### src/rtl/i2c_sflag_pkg.sv
package i2c_sflag_pkg;
  localparam int unsigned BIT_SB   = 0;
  localparam int unsigned BIT_MSL  = 1;
  localparam int unsigned BIT_ADSL = 2;
  localparam int unsigned BIT_BTF  = 3;
  localparam int unsigned N_FLAGS  = 4;

  typedef struct packed {
    logic btf;
    logic adsl;
    logic msl;
    logic sb;
  } flags_t;
endpackage

### src/rtl/i2c_sflag_evt.sv
module i2c_sflag_evt (
  input  logic ack_pulse_i,
  input  logic byte_tx_i,
  input  logic byte_addr_i,
  input  logic ack_en_i,
  input  logic addr_ack_i,
  input  logic addr_match_i,
  input  logic gen_call_i,
  input  logic stop_det_i,
  input  logic arb_lost_i,
  output logic btf_set_o,
  output logic adsl_set_o,
  output logic msl_clr_o
);
  logic tx_data_done, rx_done;

  // address bytes finish through the address-acknowledged event, not the ack pulse
  assign tx_data_done = ack_pulse_i & byte_tx_i & ~byte_addr_i;
  assign rx_done      = ack_pulse_i & ~byte_tx_i & ack_en_i;
  assign btf_set_o    = tx_data_done | rx_done | addr_ack_i;
  assign adsl_set_o   = addr_match_i | gen_call_i;
  assign msl_clr_o    = stop_det_i | arb_lost_i;
endmodule

### src/rtl/i2c_sflag_bit.sv
module i2c_sflag_bit #(
  parameter bit TWO_STEP = 1'b0,
  parameter bit RD_CLR   = 1'b0
) (
  input  logic clk_i,
  input  logic rst_ni,
  input  logic en_i,
  input  logic set_i,
  input  logic clr_i,
  input  logic rd_i,
  input  logic acc_i,
  output logic flag_o
);
  logic flag_q, arm_q;
  logic rd_clr, step_clr;

  assign rd_clr   = RD_CLR & rd_i;
  assign step_clr = TWO_STEP & arm_q & acc_i;

  always_ff @(posedge clk_i or negedge rst_ni) begin
    if (!rst_ni) begin
      flag_q <= 1'b0;
      arm_q  <= 1'b0;
    end else if (!en_i) begin
      flag_q <= 1'b0;
      arm_q  <= 1'b0;
    end else if (set_i) begin
      // set wins and discards any pending first step
      flag_q <= 1'b1;
      arm_q  <= 1'b0;
    end else if (clr_i || rd_clr || step_clr) begin
      flag_q <= 1'b0;
      arm_q  <= 1'b0;
    end else if (TWO_STEP && rd_i && flag_q) begin
      arm_q  <= 1'b1;
    end
  end

  assign flag_o = flag_q;

  p_set_wins_r10: assert property (@(posedge clk_i) disable iff (!rst_ni)
    (en_i && set_i) |=> flag_o);

  p_pe_clear_r9: assert property (@(posedge clk_i) disable iff (!rst_ni)
    !en_i |=> !flag_o);

  p_arm_needs_flag_r11: assert property (@(posedge clk_i) disable iff (!rst_ni)
    arm_q |-> flag_o);

  if (TWO_STEP) begin : g_two_step
    p_single_access_keeps_r3: assert property (@(posedge clk_i) disable iff (!rst_ni)
      (en_i && flag_o && !arm_q && !clr_i && !rd_clr) |=> flag_o);
  end
endmodule

### src/rtl/i2c_sflag_out.sv
module i2c_sflag_out
  import i2c_sflag_pkg::*;
#(
  parameter int unsigned SR_W = 8
) (
  input  flags_t            flags_i,
  input  logic              ite_i,
  output logic [SR_W-1:0]   status_o,
  output logic              irq_o,
  output logic              scl_hold_o
);
  localparam int unsigned PAD_W = SR_W - N_FLAGS;

  always_comb begin
    status_o           = '0;
    status_o[BIT_BTF]  = flags_i.btf;
    status_o[BIT_ADSL] = flags_i.adsl;
    status_o[BIT_MSL]  = flags_i.msl;
    status_o[BIT_SB]   = flags_i.sb;
  end

  assign irq_o      = ite_i & (flags_i.btf | flags_i.adsl | flags_i.sb);
  assign scl_hold_o = flags_i.btf | flags_i.adsl;

  initial begin
    a_width_r1: assert (PAD_W < SR_W);
  end
endmodule

### src/rtl/i2c_sflag_top.sv
module i2c_sflag_top
  import i2c_sflag_pkg::*;
#(
  parameter int unsigned SR_W = 8
) (
  input  logic            clk_i,
  input  logic            rst_ni,
  input  logic            pe_i,
  input  logic            ite_i,
  input  logic            ack_en_i,
  input  logic            start_wr_i,
  input  logic            ack_pulse_i,
  input  logic            byte_tx_i,
  input  logic            byte_addr_i,
  input  logic            addr_ack_i,
  input  logic            addr_match_i,
  input  logic            gen_call_i,
  input  logic            start_gen_i,
  input  logic            stop_det_i,
  input  logic            arb_lost_i,
  input  logic            sr_rd_i,
  input  logic            dr_rd_i,
  input  logic            dr_wr_i,
  output logic [SR_W-1:0] status_o,
  output logic            irq_o,
  output logic            scl_hold_o
);
  flags_t flags;
  logic   btf_set, adsl_set, msl_clr, dr_acc;

  assign dr_acc = dr_rd_i | dr_wr_i;

  i2c_sflag_evt u_evt (
    .ack_pulse_i  (ack_pulse_i),
    .byte_tx_i    (byte_tx_i),
    .byte_addr_i  (byte_addr_i),
    .ack_en_i     (ack_en_i),
    .addr_ack_i   (addr_ack_i),
    .addr_match_i (addr_match_i),
    .gen_call_i   (gen_call_i),
    .stop_det_i   (stop_det_i),
    .arb_lost_i   (arb_lost_i),
    .btf_set_o    (btf_set),
    .adsl_set_o   (adsl_set),
    .msl_clr_o    (msl_clr)
  );

  i2c_sflag_bit #(.TWO_STEP(1'b1), .RD_CLR(1'b0)) u_btf (
    .clk_i (clk_i), .rst_ni (rst_ni), .en_i (pe_i),
    .set_i (btf_set), .clr_i (1'b0), .rd_i (sr_rd_i), .acc_i (dr_acc),
    .flag_o (flags.btf)
  );

  i2c_sflag_bit #(.TWO_STEP(1'b0), .RD_CLR(1'b1)) u_adsl (
    .clk_i (clk_i), .rst_ni (rst_ni), .en_i (pe_i),
    .set_i (adsl_set), .clr_i (1'b0), .rd_i (sr_rd_i), .acc_i (1'b0),
    .flag_o (flags.adsl)
  );

  i2c_sflag_bit #(.TWO_STEP(1'b0), .RD_CLR(1'b0)) u_msl (
    .clk_i (clk_i), .rst_ni (rst_ni), .en_i (pe_i),
    .set_i (start_wr_i), .clr_i (msl_clr), .rd_i (1'b0), .acc_i (1'b0),
    .flag_o (flags.msl)
  );

  i2c_sflag_bit #(.TWO_STEP(1'b1), .RD_CLR(1'b0)) u_sb (
    .clk_i (clk_i), .rst_ni (rst_ni), .en_i (pe_i),
    .set_i (start_gen_i), .clr_i (1'b0), .rd_i (sr_rd_i), .acc_i (dr_wr_i),
    .flag_o (flags.sb)
  );

  i2c_sflag_out #(.SR_W(SR_W)) u_out (
    .flags_i    (flags),
    .ite_i      (ite_i),
    .status_o   (status_o),
    .irq_o      (irq_o),
    .scl_hold_o (scl_hold_o)
  );

  p_match_stretch_r7: assert property (@(posedge clk_i) disable iff (!rst_ni)
    (pe_i && (addr_match_i || gen_call_i)) |=> scl_hold_o);

  p_irq_masked_r8: assert property (@(posedge clk_i) disable iff (!rst_ni)
    !ite_i |-> !irq_o);

  p_stop_ends_master_r5: assert property (@(posedge clk_i) disable iff (!rst_ni)
    (pe_i && (stop_det_i || arb_lost_i) && !start_wr_i) |=> !status_o[BIT_MSL]);

  p_addr_byte_no_btf_r2: assert property (@(posedge clk_i) disable iff (!rst_ni)
    (pe_i && !status_o[BIT_BTF] && ack_pulse_i && byte_tx_i && byte_addr_i && !addr_ack_i)
      |=> !status_o[BIT_BTF]);
endmodule

### config.mk
export PLATFORM = sky130hd
export DESIGN_NAME = i2c_sflag_top
export DESIGN_NICKNAME = d
export VERILOG_FILES = /design/src/rtl/i2c_sflag_pkg.sv /design/src/rtl/i2c_sflag_evt.sv /design/src/rtl/i2c_sflag_bit.sv /design/src/rtl/i2c_sflag_out.sv /design/src/rtl/i2c_sflag_top.sv
export SDC_FILE = /design/constraint.sdc
export NUM_CORES = 1
export LEC_CHECK = 0
export BUFFER_PORTS_ARGS = -buffer_cell sky130_fd_sc_hd__buf_2
export CORE_AREA = 3 3 40 42
export DETAILED_ROUTE_END_ITERATION = 6
export DIE_AREA = 0 0 43 45
export MAX_ROUTING_LAYER = met4
export PLACE_DENSITY = 0.63
export SYNTH_ARGS = -nofsm -noshare
export SYNTH_HDL_FRONTEND = slang
export SYNTH_SLANG_ARGS = --single-unit
### constraint.sdc
create_clock -name clk_i -period 1.05 [get_ports clk_i]
set_clock_uncertainty 0.1 [all_clocks]
set_input_delay 0.1575 -clock clk_i [delete_from_list [all_inputs] [get_ports clk_i]]
set_output_delay 0.1575 -clock clk_i [all_outputs]
set_load 0.05 [all_outputs]
==> impl_metrics.sql <==
INSERT INTO impl_metrics (metric_group, metric, value, unit) VALUES
('drt', 'detailedRoute.firstIterationViolations', '1', ''),
('outcome', 'outcome', 'finished, violations left', ''),
('logic_synthesis', 'netlist_instances', '38', ''),
('logic_synthesis', 'yosys.area_share.simple', '24.2', '%'),
('sta', 'tns', '-1.16', 'ns'),
('clock_network', 'h-tree-depth', '1', ''),
('place', 'post-place-ws', '-0.202', 'ns'),
('critical_path', 'worst_setup_path_start_kind', 'flip-flop', ''),
('critical_path', 'worstPathMaxFanout', '2', ''),
('place', 'io_buffer_count', '23', ''),
('die', 'start_util', '28.5', '%'),
('logic_synthesis', 'leading_area_contributor_after_synthesis', 'dfrtp_1', ''),
('drt', 'drt-wirelength-per-cell', '11.0', 'microns'),
('place', 'place_area', '484', 'sq um'),
('layout', 'multi_input_gate_area', '184', 'sq um'),
('logic_synthesis', 'post_synth_xor_area_fraction', '0', '%'),
('clock_network', 'tritoncts', 'done', ''),
('critical_path', 'timing.critical_path.arrival', '1.20', 'ns'),
('outcome', 'violations', 'setup timing', ''),
('sta', 'final_slew_violations', '0', ''),
('logic_synthesis', 'cell_area_after_synthesis', '367', 'sq um'),
('sta', 'period_share', '139', '%'),
('die', 'die_area', '1940', 'sq um'),
('drt', 'route.antenna.remaining_nets', '0', ''),
('global_route', 'grt_start_max_net_pins', '7', ''),
('die', 'io_pins', '28', ''),
('clock_network', 'clk_pin_slew', '0.04', 'ns'),
('global_route', 'met2_track_demand_over_resource', '19.2', '%'),
('worst_hold_path', 'hp-class', 'primary input to flip-flop', ''),
('drt', 'dr.pass1.iters', '2', ''),
('die', 'die_height', '45', 'microns'),
('logic_synthesis', 'synth.ff_latch_count', '6', ''),
('place', 'post-place-cells', '74', ''),
('layout', 'areaGrowthSynthToFinish', '64.8', '%'),
('logic_synthesis', 'post-synth-top-area-fraction', '41.0', '%'),
('global_route', 'track_usage', '11.9', '%'),
('power_and_ir_drop', 'worst_ir_drop_vdd', '0.000544', 'V'),
('drt', 'detail_route.vias_per_cell', '4.25', ''),
('global_route', 'overflow', '0', ''),
('global_route', 'grt-busiest-layer', 'met2', ''),
('logic_synthesis', 'synth-adder-area-share', '0', '%'),
('global_route', 'vias_in_the_first_global_route', '373', ''),
('logic_synthesis', 'syn_avg_cell_area', '9.65', 'sq um'),
('place', 'dpl.hpwl', '694', 'microns'),
('clock_network', 'tritoncts.num_buffers', '3', ''),
('flow_run', 'timing.max_cap.violations', '0', ''),
('sta', 'worst_hold_slack', '0.0495', 'ns'),
('sta', 'setup_viol', '9', ''),
('place', 'globalplace.congestion', '0.718', ''),
('global_route', 'grt_antenna_before_repair', '0', ''),
('drt', 'residual_drc', '0', ''),
('die', 'floorplan.rows', '13', ''),
('layout', 'filler_cell_count', '130', ''),
('clock_network', 'clock_sinks', '6', ''),
('logic_synthesis', 'synth.yosys.seq_area_share', '41.0', '%'),
('power_and_ir_drop', 'leakagePower', '0.297', 'nW'),
('sta', 'setup_slack', '-0.406', 'ns'),
('power_and_ir_drop', 'power_density', '1200', 'nW/um^2'),
('clock_network', 'clk_path_buf_depth', '2', ''),
('sta', 'fmax', '687', 'MHz'),
('sta', 'final_hold_fails', '0', ''),
('sta', 'rsz0062_at_grt', 'true', ''),
('global_route', 'grt_first_pass_wirelength', '1550', 'microns'),
('logic_synthesis', 'yosys-mux-area-fraction', '3.07', '%'),
('layout', 'seqCellArea', '150', 'sq um'),
('drt', 'num_vias', '344', ''),
('die', 'design.core.area', '1280', 'sq um'),
('layout', 'diodes', '0', ''),
('layout', 'fraction_of_layout_cells_with_a_size_suffix_above_1', '54.5', '%'),
('logic_synthesis', 'yosys_warnings', '0', ''),
('layout', 'final_cells', '81', '');
## power breakdown
| group | switching, W | internal (W) | leakage [nW] |
|---|---|---|---|
| clock network | 0.0000787 | 0.000129 | 0.0138 |
| registers | 0.00000877 | 0.000245 | 0.0774 |
| logic | 0.000147 | 0.000114 | 0.205 |
## registers in the layout, indices dropped and copies added, names as in the netlist
name           count
u_sb.arm_q         1
u_btf.arm_q        1
u_btf.flag_o       1
u_sb.flag_o        1
u_adsl.flag_o      1
u_msl.flag_o       1
## per-stage QoR
stage	util, %	power, W
2_1_floorplan	-	0.000417
3_3_place_gp	37.7	0.000464
3_5_place_dp	37.7	0.000467
4_1_cts	46.2	0.000730
5_1_grt	47.0	0.000783
6_report	47.0	0.000723
## critical path, stage by stage, from the launching register on
cell     delay (ns)
dfrtp_1        0.37
or2_4          0.25
o21a_4         0.19
buf_6          0.14
## cells by family (layout without fill, tap and decap cells)
kind of cell	Yosys count	in the layout
AO/OA/AOI/OAI	8	8
flip-flops	6	6
buffers and inverters	8	33
AND/OR/NAND/NOR	14	14
other	1	4
multiplexers	1	1
## cell usage after synthesis
cell type  count
and3b_1        1
conb_1         1
o21a_1         1
buf_4          8
nor3_1         1
nor3b_2        1
o31a_1         2
mux2_2         1
nor2b_1        3
a21boi_1       1
o21ai_1        2
and2_0         1
nand2b_1       2
nand2_1        2
nor3b_1        1
a21oi_1        2
nor2_1         1
or2_1          1
dfrtp_1        6
## final timing paths
check	end	slack [ns]	from	cells after the start
min in group asynchronous	u_btf.flag_o	0.17	rst_ni	2
setup reg to reg	u_sb.arm_q	-0.08	u_sb.flag_o	4
max in group asynchronous	u_sb.flag_o	0.53	rst_ni	2
setup / recovery	irq_o	-0.41	u_adsl.flag_o	3
hold / removal	u_adsl.flag_o	0.05	addr_match_i	2
hold reg to reg	u_sb.arm_q	0.48	u_sb.arm_q	2
## metal layers
metal	part of all wire, %	wire, microns
met2	54	477
met1	38	341
met4	0	0
met3	8.1	72
met5	0	0
## cell usage in the layout (no fill, tap or decap)
cell type	instances
nand2_1	2
buf_2	18
mux2_2	1
a21oi_2	1
dfrtp_1	6
a21oi_1	1
clkbuf_4	3
nor2b_1	3
o21a_4	1
buf_6	5
and3b_1	1
nor3_1	1
buf_4	1
nand2b_1	2
nor2_1	1
conb_1	4
nor3b_1	1
a21boi_1	1
o31a_1	2
buf_8	3
dlygate4sd3_1	3
nor3b_2	1
o21ai_1	2
and2_4	1
or2_4	1
## repair_timing
item	4_1_cts	5_1_grt
buffers inserted	1	0
pin swaps	0	1
setup endpoints to repair	10	11
hold endpoints to repair	8	0
resized for setup	15	3
hold buffers	3	0
## cell type report
cell class,count,area share [%]
Timing Repair Buffer,30,37.9
Tap cell,15,3.11
Clock buffer,3,3.73
Sequential cell,6,24.8
Multi-Input combinational cell,27,30.4
No activity file was read; power rests on OpenSTA's default activity.
